## src/rtl/cfs_pkg.sv

```systemverilog
package cfs_pkg;
  typedef enum logic {
    CELL_NARROW = 1'b0,
    CELL_WIDE   = 1'b1
  } cell_w_e;

  typedef struct packed {
    logic mem_ce;
    logic mem_rd;
    logic scan_buf;
    logic cgen_buf;
    logic shift_load;
    logic phi;
  } fetch_out_t;
endpackage

```

## src/rtl/cfs_rst_sync.sv

```systemverilog
module cfs_rst_sync #(
  parameter int STAGES = 2
) (
  input  logic clk,
  input  logic rst_n,
  output logic rst_sync_n
);
  logic [STAGES-1:0] chain_q;
  logic [STAGES-1:0] chain_d;

  always_comb chain_d = {chain_q[STAGES-2:0], 1'b1};

  always_ff @(posedge clk or negedge rst_n) begin
    if (!rst_n) chain_q <= '0;
    else        chain_q <= chain_d;
  end

  assign rst_sync_n = chain_q[STAGES-1];
endmodule

```

## src/rtl/cfs_req_sync.sv

```systemverilog
module cfs_req_sync #(
  parameter int STAGES = 2
) (
  input  logic clk,
  input  logic rst_n,
  input  logic req_in,
  output logic rise
);
  // STAGES synchronizer flops plus one edge-history flop
  logic [STAGES:0] pipe_q;
  logic [STAGES:0] pipe_d;

  always_comb pipe_d = {pipe_q[STAGES-1:0], req_in};

  always_ff @(posedge clk or negedge rst_n) begin
    if (!rst_n) pipe_q <= '0;
    else        pipe_q <= pipe_d;
  end

  assign rise = pipe_q[STAGES-1] & ~pipe_q[STAGES];
endmodule

```

## src/rtl/cfs_cell_ctr.sv

```systemverilog
module cfs_cell_ctr
  import cfs_pkg::*;
#(
  parameter int CNT_W  = 3,
  parameter int NARROW = 6,
  parameter int WIDE   = 8
) (
  input  logic             clk,
  input  logic             rst_n,
  input  logic             pix_en,
  input  logic             wide_sel,
  input  logic             start_rise,
  input  logic             stop_rise,
  output logic [CNT_W-1:0] cnt,
  output logic             last,
  output logic             active
);
  localparam logic [CNT_W-1:0] LAST_N = CNT_W'(NARROW - 1);
  localparam logic [CNT_W-1:0] LAST_W = CNT_W'(WIDE - 1);

  logic [CNT_W-1:0] cnt_q, cnt_d;
  cell_w_e          wid_q, wid_d;
  logic             arm_q, arm_d;
  logic             act_q, act_d;
  logic             bnd;

  assign last = (cnt_q == ((wid_q == CELL_WIDE) ? LAST_W : LAST_N));
  assign bnd  = pix_en & last;

  always_comb begin
    cnt_d = cnt_q;
    wid_d = wid_q;
    act_d = act_q;
    arm_d = arm_q;
    if (bnd) begin
      cnt_d = '0;
      wid_d = cell_w_e'(wide_sel);
      act_d = arm_q;
    end else if (pix_en) begin
      cnt_d = cnt_q + 1'b1;
    end
    if (stop_rise)       arm_d = 1'b0;
    else if (start_rise) arm_d = 1'b1;
  end

  always_ff @(posedge clk or negedge rst_n) begin
    if (!rst_n) begin
      cnt_q <= '0;
      wid_q <= CELL_NARROW;
      arm_q <= 1'b0;
      act_q <= 1'b0;
    end else begin
      cnt_q <= cnt_d;
      wid_q <= wid_d;
      arm_q <= arm_d;
      act_q <= act_d;
    end
  end

  assign cnt    = cnt_q;
  assign active = act_q;

  a_r3_cnt_in_range: assert property (@(posedge clk) disable iff (!rst_n)
    cnt_q <= ((wid_q == CELL_WIDE) ? LAST_W : LAST_N));
  a_r3_wrap_to_zero: assert property (@(posedge clk) disable iff (!rst_n)
    bnd |=> (cnt_q == '0));
  a_r3_width_at_wrap: assert property (@(posedge clk) disable iff (!rst_n)
    !$stable(wid_q) |-> $past(bnd));
  a_r2_hold_no_strobe: assert property (@(posedge clk) disable iff (!rst_n)
    !pix_en |=> $stable(cnt_q));
  a_r8_active_at_wrap: assert property (@(posedge clk) disable iff (!rst_n)
    !$stable(act_q) |-> $past(bnd));
endmodule

```

## src/rtl/cfs_fetch_dec.sv

```systemverilog
module cfs_fetch_dec
  import cfs_pkg::*;
#(
  parameter int CNT_W = 3,
  parameter int SLOT  = 2
) (
  input  logic             clk,
  input  logic             rst_n,
  input  logic [CNT_W-1:0] cnt,
  input  logic             last,
  input  logic             active,
  output fetch_out_t       outs
);
  localparam logic [CNT_W-1:0] SCAN_END = CNT_W'(SLOT);
  localparam logic [CNT_W-1:0] CGEN_END = CNT_W'(2 * SLOT);
  localparam logic [CNT_W-1:0] SCAN_RD  = CNT_W'(SLOT - 1);
  localparam logic [CNT_W-1:0] CGEN_RD  = CNT_W'(2 * SLOT - 1);

  logic in_scan, in_cgen;

  always_comb begin
    in_scan         = (cnt < SCAN_END);
    in_cgen         = (cnt >= SCAN_END) && (cnt < CGEN_END);
    outs.scan_buf   = active & in_scan;
    outs.cgen_buf   = active & in_cgen;
    outs.mem_ce     = active & (in_scan | in_cgen);
    outs.mem_rd     = active & ((cnt == SCAN_RD) | (cnt == CGEN_RD));
    outs.shift_load = active & last;
    outs.phi        = (cnt >= CGEN_END);
  end

  a_r7_phi_excl: assert property (@(posedge clk) disable iff (!rst_n)
    !(outs.phi && outs.mem_ce));
  a_r5_buf_excl: assert property (@(posedge clk) disable iff (!rst_n)
    $onehot0({outs.scan_buf, outs.cgen_buf}));
  a_r4_rd_in_fetch: assert property (@(posedge clk) disable iff (!rst_n)
    outs.mem_rd |-> outs.mem_ce);
  a_r6_load_outside_fetch: assert property (@(posedge clk) disable iff (!rst_n)
    outs.shift_load |-> (outs.phi && !outs.mem_ce));
  a_r9_idle_quiet: assert property (@(posedge clk) disable iff (!rst_n)
    !active |-> !(outs.mem_ce || outs.mem_rd || outs.shift_load));
endmodule

```

## src/rtl/cell_fetch_seq.sv

```systemverilog
module cell_fetch_seq
  import cfs_pkg::*;
#(
  parameter int CNT_W      = 3,
  parameter int NARROW     = 6,
  parameter int WIDE       = 8,
  parameter int SLOT       = 2,
  parameter int SYNC_FLOPS = 2
) (
  input  logic clk,
  input  logic rst_n,
  input  logic pix_en,
  input  logic wide_sel,
  input  logic start_req,
  input  logic stop_req,
  output logic mem_ce,
  output logic mem_rd,
  output logic scan_buf,
  output logic cgen_buf,
  output logic shift_load,
  output logic phi
);
  logic             rst_i_n;
  logic             start_rise, stop_rise;
  logic [CNT_W-1:0] cnt;
  logic             last, active;
  fetch_out_t       outs;

  cfs_rst_sync #(.STAGES(SYNC_FLOPS)) u_rst (
    .clk(clk), .rst_n(rst_n), .rst_sync_n(rst_i_n));

  cfs_req_sync #(.STAGES(SYNC_FLOPS)) u_start (
    .clk(clk), .rst_n(rst_i_n), .req_in(start_req), .rise(start_rise));

  cfs_req_sync #(.STAGES(SYNC_FLOPS)) u_stop (
    .clk(clk), .rst_n(rst_i_n), .req_in(stop_req), .rise(stop_rise));

  cfs_cell_ctr #(.CNT_W(CNT_W), .NARROW(NARROW), .WIDE(WIDE)) u_ctr (
    .clk(clk), .rst_n(rst_i_n), .pix_en(pix_en), .wide_sel(wide_sel),
    .start_rise(start_rise), .stop_rise(stop_rise),
    .cnt(cnt), .last(last), .active(active));

  cfs_fetch_dec #(.CNT_W(CNT_W), .SLOT(SLOT)) u_dec (
    .clk(clk), .rst_n(rst_i_n), .cnt(cnt), .last(last),
    .active(active), .outs(outs));

  assign mem_ce     = outs.mem_ce;
  assign mem_rd     = outs.mem_rd;
  assign scan_buf   = outs.scan_buf;
  assign cgen_buf   = outs.cgen_buf;
  assign shift_load = outs.shift_load;
  assign phi        = outs.phi;
endmodule

```

## config.mk

```make
export PLATFORM = sky130hd
export DESIGN_NAME = cell_fetch_seq
export DESIGN_NICKNAME = d
export VERILOG_FILES = /design/src/rtl/cfs_pkg.sv /design/src/rtl/cfs_rst_sync.sv /design/src/rtl/cfs_req_sync.sv /design/src/rtl/cfs_cell_ctr.sv /design/src/rtl/cfs_fetch_dec.sv /design/src/rtl/cell_fetch_seq.sv
export SDC_FILE = /design/constraint.sdc
export NUM_CORES = 1
export LEC_CHECK = 0
export ABC_AREA = 1
export BUFFER_PORTS_ARGS = -buffer_cell sky130_fd_sc_hd__buf_2
export CAP_MARGIN = 20
export CORE_MARGIN = 2
export CORE_UTILIZATION = 40
export CTS_CLUSTER_DIAMETER = 60
export DETAILED_ROUTE_END_ITERATION = 7
export SLEW_MARGIN = 0
export SYNTH_ARGS = -nofsm -noshare
export SYNTH_HDL_FRONTEND = slang
export SYNTH_SLANG_ARGS = --single-unit
```

## constraint.sdc

```tcl
create_clock -name clk -period 1.1 [get_ports clk]
set_input_delay 0.22 -clock clk [delete_from_list [all_inputs] [get_ports clk]]
set_output_delay 0.22 -clock clk [all_outputs]
set_load 0.02 [all_outputs]
```

==> metrics.txt, run 1 <==
status=finished, violations left; failing checks=negative setup slack; Final nets=95; Remaining DRCs=0; Synth Area in XOR/XNOR=1.50%; dpl cell area=767 um2; RD Place Congestion=0.740; post-route insts no fill=99; vias in the first global route=478; initial antenna violation count=0; CP Class=flop to output port; synthesized area per cell=10.1 um2; WL/cell=11.0 um; YS warnings=0; CTS tree=done; initial DRC count=8; Placed Instances=93; DPL Wire Length=823 um; FILL cells=106; num rows=13; Syn Nets=68; fin area=886 um2; Die Area=1780 um2; Hold Violations, Final=0; Clk pin slew, worst setup/hold paths=0.08 ns; simple-gate share of the synthesized area=17.8%; max-slew violations=0; Final Core Density=66.4%; synth top area cells=dfrtp_1 60%, ha_1 8.6%, nand2_1 7.7%; Post-Syn Area=583 um2; worst stage delay on the critical path=0.45 ns; crit path time final=1.58 ns; number of synthesized register bits=14; Root Buffer=clkbuf_4; Die Width=42.2 um; later-pin clock latency in the skew report=0.27 ns; area of the core=1330 um2; Most Used Layer, Global Route=met2; crit-path cells=ha_4 -> ha_4 -> a21oi_4 -> nor2_4 -> buf_6; worst-case clock skew=0.00309 ns; largest net degree at the start of global routing=13; I/O Pins=12; total grt overflow=0; first-pass GRT wire length=1.98 mm; VDD IR max=1.50 mV; fmax=0.634 GHz; CP max-delay cell=dfrtp_2; met2 usage=26.2%; Num CTS Buffers=3; Synth Area in Adders=8.58%; n_diodes=0; worst setup margin=-0.476 ns; proportion of layout cells with a drive suffix above 1=50.0%; instance count of the mapped netlist=58; top cell type's share of synthesized area=60.1%; # Max-Cap Violations=0; GR Layer Usage met1=17.6%; CTS sink cnt=14; leakage power=0.452 nW; met3 Usage GRT=3.88%; drt first pass iters=4; fin crit share=143%; Vias=460; worst endpoint required time=0.88 ns; total track usage=15.0%; CP Launch Type=flop; total power=0.00232 W; maximum root-to-sink buffer count=2; Die Y=42.2 um; CP most frequent cell=ha_4; vias per cell=4.65; final wirelength=1.09 mm; largest family of logic cells by synthesized area=simple AND/OR/NAND/NOR gates; htree depth=1; final hold slack=0.0516 ns; Cell Pwr Density=2620 nW/um2; Post-DRT Antenna Nets=0; crit path DAT=1.36 ns; worst-path maximum fanout=4; final setup violating endpoints=10; Yosys top cell by area=dfrtp_1; CP Capture Type=output port; Buffers on Ports=11; Hold Crit Class=primary input to flop; sequential area share after synthesis=60.1%; unrepaired setup endpoints after global routing=yes; synth unique cells=14; portion of netlist area occupied by mux cells=0%; Initial Util=43.7%; Synth Area in Compound Gates=3.43%; area grow syn2layout=51.9%
==> metal layers <==
layer  routed length, um  vias to the layer above
li1                    -                      227
met1                 479                      225
met2                 580                        8
met3                  33                        0
met4                   0                        0
met5                   0                        -
==> layout make-up <==
type / instances / area, um2 / area share [%]
clock buffer: 4 / 36.3 / 4.10
tap: 15 / 18.8 / 2.12
inverter: 10 / 40.0 / 4.52
multi-input combinational: 32 / 253 / 28.5
sequential: 14 / 353 / 39.8
timing repair buffer: 24 / 185 / 20.9
==> path summary, 6_finish.rpt <==
path / from / end / slack, ns / cells after the start
worst max register to register: u_ctr.cnt[0]$_DFFE_PN0P_ / u_ctr.cnt[1]$_DFFE_PN0P_ / -0.09 / 6
worst max-delay path: u_ctr.cnt[1]$_DFFE_PN0P_ / mem_rd / -0.48 / 5
min in group asynchronous: u_rst.chain_q[1]$_DFF_PN0_ / u_stop.pipe_q[2]$_DFF_PN0_ / 0.19 / 0
worst min-delay path: start_req / u_start.pipe_q[0]$_DFF_PN0_ / 0.05 / 1
max in group asynchronous: u_rst.chain_q[1]$_DFF_PN0_ / u_ctr.cnt[0]$_DFFE_PN0P_ / 0.58 / 0
worst min register to register: u_rst.chain_q[1]$_DFF_PN0_ / u_stop.pipe_q[2]$_DFF_PN0_ / 0.19 / 0
==> stage by stage <==
stage               TNS, ns  setup WS (ns)
finish                -2.06         -0.476
global route          -2.80         -0.532
CTS                   -2.06         -0.488
detailed placement   -0.524         -0.230
global placement     -0.375         -0.193
floorplan            -0.217        -0.0887
==> cell usage after synthesis <==
master,count
dfrtp_1,14
nand2_1,12
inv_1,9
a21oi_1,4
ha_1,4
nor2_1,4
nand4_1,3
nand3b_1,2
clkbuf_1,1
clkbuf_2,1
conb_1,1
inv_2,1
nand3_2,1
xor2_1,1
==> kinds of logic after synthesis <==
kind of cell | after synthesis
DFF | 14
other | 1
AOI/OAI and AO/OA | 4
xor gates and xnor gates | 1
buffers and inverters | 12
adders and majority gates | 4
and+or+nand+nor | 22
==> state kept, by name, summed over array words and instances, names as in the netlist <==
name	cells
u_start.pipe_q	3
u_ctr.cnt	3
u_ctr.arm_q	1
u_rst.chain_q	2
u_stop.pipe_q	3
u_ctr.wid_q	1
u_ctr.active	1
==> where the power goes <==
part,switching (W),internal (W)
sequential,0.000121,0.000628
clock,0.000154,0.000201
combinational,0.000591,0.000622
==> timing repair <==
| item | 4_1_cts | 5_1_grt |
|---|---|---|
| hold buffers | 1 | 0 |
| buffers inserted | 2 | 1 |
| cloned | 0 | 0 |
| pin swaps | 4 | 3 |
| gates resized for setup | 17 | 3 |
| endpoints found under the hold margin | 2 | 0 |
| setup endpoints to repair | 10 | 10 |
==> cells in the final DEF, fill, tap and decap left out, drive strengths merged <==
| cell type | instances |
|---|---|
| buf | 23 |
| dfrtp | 14 |
| nand2 | 12 |
| inv | 10 |
| a21oi | 4 |
| ha | 4 |
| clkbuf | 4 |
| nor2 | 4 |
| nand4 | 3 |
| nand3b | 2 |
| nand3 | 1 |
| xor2 | 1 |
| dlygate4sd3 | 1 |
| conb | 1 |
==> critical path: cells and delay by family (launching register included) <==
family,cells,cell delay [ns]
AND/OR/NAND/NOR,1,0.04
buffers and inverters,1,0.12
flip-flops,1,0.45
adder cells (fa/ha/maj),2,0.34
AO/OA/AOI/OAI,1,0.13
(Power assumes the default switching activity.)
==> run 2: changes to the inputs <==
--- a/config.mk
+++ b/config.mk
@@ -16,3 +16,4 @@
 export SYNTH_ARGS = -nofsm -noshare
 export SYNTH_HDL_FRONTEND = slang
 export SYNTH_SLANG_ARGS = --single-unit
+export TNS_END_PERCENT = 1
==> run 2 against run 1 <==
Against the previous run: the flow still finishes with violations (negative setup slack); non-clock buffer count is 1 lower; worst hold slack worse by 0.0040 ns; register-to-register slack improved by 0.03 ns.
==> metrics.txt, run 2 (same netlist as run 1, synthesis figures left out) <==
status=finished, violations left; failing checks=negative setup slack; worst-path maximum fanout=3 (-1); fin crit share=143% (-0.49 points); CP most frequent cell=ha_4; unrepaired setup endpoints after global routing=yes; Hold Violations, Final=0 (unchanged); leakage power=0.454 nW (+0.43%); crit path DAT=1.35 ns (about the same); Cell Pwr Density=2570 nW/um2 (-1.7%); worst setup margin=-0.471 ns (+0.00544 ns); first-pass GRT wire length=1.81 mm (-8.4%); Clk pin slew, worst setup/hold paths=0.08 ns (about the same); Setup Fix Bufs, Post-CTS=0 (-2); final hold slack=0.0476 ns (-0.00397 ns); n_diodes=0 (unchanged); final wirelength=1.03 mm (-6.0%); Hold Crit Class=primary input to flop; final setup violating endpoints=10 (unchanged); Worst Path Buf+Inv=1 (unchanged); CTS tree=done; most frequent cells in the layout=13 x dfrtp_1, 10 x buf_4, 9 x nand2_1, 8 x inv_1, 8 x buf_2; Remaining DRCs=0 (unchanged); initial DRC count=6 (-2); max-slew violations=0 (unchanged); area of the core=1330 um2 (unchanged); initial antenna violation count=0 (unchanged); Buffers on Ports=11 (unchanged); CP max-delay cell=dfrtp_1; Top delay family on crit path=flip-flops; Num CTS Buffers=3 (unchanged); Final Core Density=64.3% (-2.2 points); total track usage=13.9% (-1.1 points); area grow syn2layout=47.0%; drt first pass iters=2 (-2); Vias=425 (-7.6%); crit-path cells=ha_4 -> ha_4 -> a21oi_4 -> nor2_4 -> buf_6; fmax=0.637 GHz (+0.35%); worst stage delay on the critical path=0.44 ns (about the same); Initial Util=43.7% (unchanged); vias in the first global route=438 (-8.4%); num rows=13 (unchanged); CP Launch Type=flop; FILL cells=106 (unchanged); CP Class=flop to output port; VDD IR max=1.23 mV (-18%); CP Capture Type=output port; commonest non-fill, non-tap cell in the layout=dfrtp_1; proportion of layout cells with a drive suffix above 1=44.6% (-5.4 points); Root Buffer=clkbuf_4; Die Area=1780 um2 (unchanged); worst endpoint required time=0.88 ns (about the same); crit path time final=1.57 ns (-0.00544 ns); WL/cell=10.5 um (-5.1%); later-pin clock latency in the skew report=0.27 ns (about the same); worst-case clock skew=0.00206 ns (-0.00102 ns); maximum root-to-sink buffer count=2 (unchanged); RD Place Congestion=0.738 (-0.35%); vias per cell=4.34 (-6.7%); Die Width=42.2 um (unchanged); Die Y=42.2 um (unchanged); Post-DRT Antenna Nets=0 (unchanged); register area=352 um2 (-0.35%); Final nets=94 (-1.1%); largest net degree at the start of global routing=13 (unchanged); total grt overflow=0 (unchanged); # Max-Cap Violations=0 (unchanged); I/O Pins=12 (unchanged); setup TNS=-1.81 ns (+0.251 ns); multi-input logic area=243 um2 (-4.0%); htree depth=1 (unchanged); CTS sink cnt=14 (unchanged); total power=0.00220 W (-4.9%)
[run 2: metrics by stage]
step / area [um2] / setup WS (ns) / instances
2_1_floorplan: 617 / -0.0887 / 58
3_3_place_gp: 764 / -0.208 / 93
3_5_place_dp: 764 / -0.230 / 93
4_1_cts: 835 / -0.507 / 98
5_1_grt: 857 / -0.523 / 98
6_report: 857 / -0.471 / 98
[run 2: area by class of cell]
type	instances	share of cell area, %
well taps	15	2.19
flip-flops and latches	14	41.0
repair buffers	23	19.9
inverters	10	4.38
clock buffers	4	4.23
multi-input cells	32	28.3
[run 2: repair_timing]
action / 4_1_cts / 5_1_grt
hold buffers: 1 / 0
pin swaps: 4 / 2
resized for setup: 8 / 6
setup endpoints to repair: 10 / 10
endpoints found under the hold margin: 2 / 0
[run 2: metal layers]
layer  vias up  part of all wire (%)  GRT usage (%)
li1        227                     -              -
met1       190                    45           16.4
met2         8                    51           23.7
met3         0                   3.9           5.17
met4         0                     0           3.75
met5         -                     0              0
[run 2: final timing paths]
check                      slack (ns)                          to  cells past startpoint                  startpoint
max                             -0.47                      mem_rd                      5    u_ctr.cnt[0]$_DFFE_PN0P_
min                              0.05  u_stop.pipe_q[0]$_DFF_PN0_                      1                    stop_req
max reg2reg                     -0.06    u_ctr.cnt[1]$_DFFE_PN0P_                      5    u_ctr.cnt[0]$_DFFE_PN0P_
min reg2reg                      0.18    u_ctr.cnt[0]$_DFFE_PN0P_                      0  u_rst.chain_q[1]$_DFF_PN0_
max in group asynchronous        0.59    u_ctr.cnt[1]$_DFFE_PN0P_                      0  u_rst.chain_q[1]$_DFF_PN0_
min in group asynchronous        0.18    u_ctr.cnt[0]$_DFFE_PN0P_                      0  u_rst.chain_q[1]$_DFF_PN0_
[run 2: power by group]
| group | switching [W] | total (W) | internal [W] |
|---|---|---|---|
| Clock | 0.000156 | 0.000357 | 0.000201 |
| Combinational | 0.000534 | 0.00110 | 0.000564 |
| Sequential | 0.000124 | 0.000749 | 0.000625 |
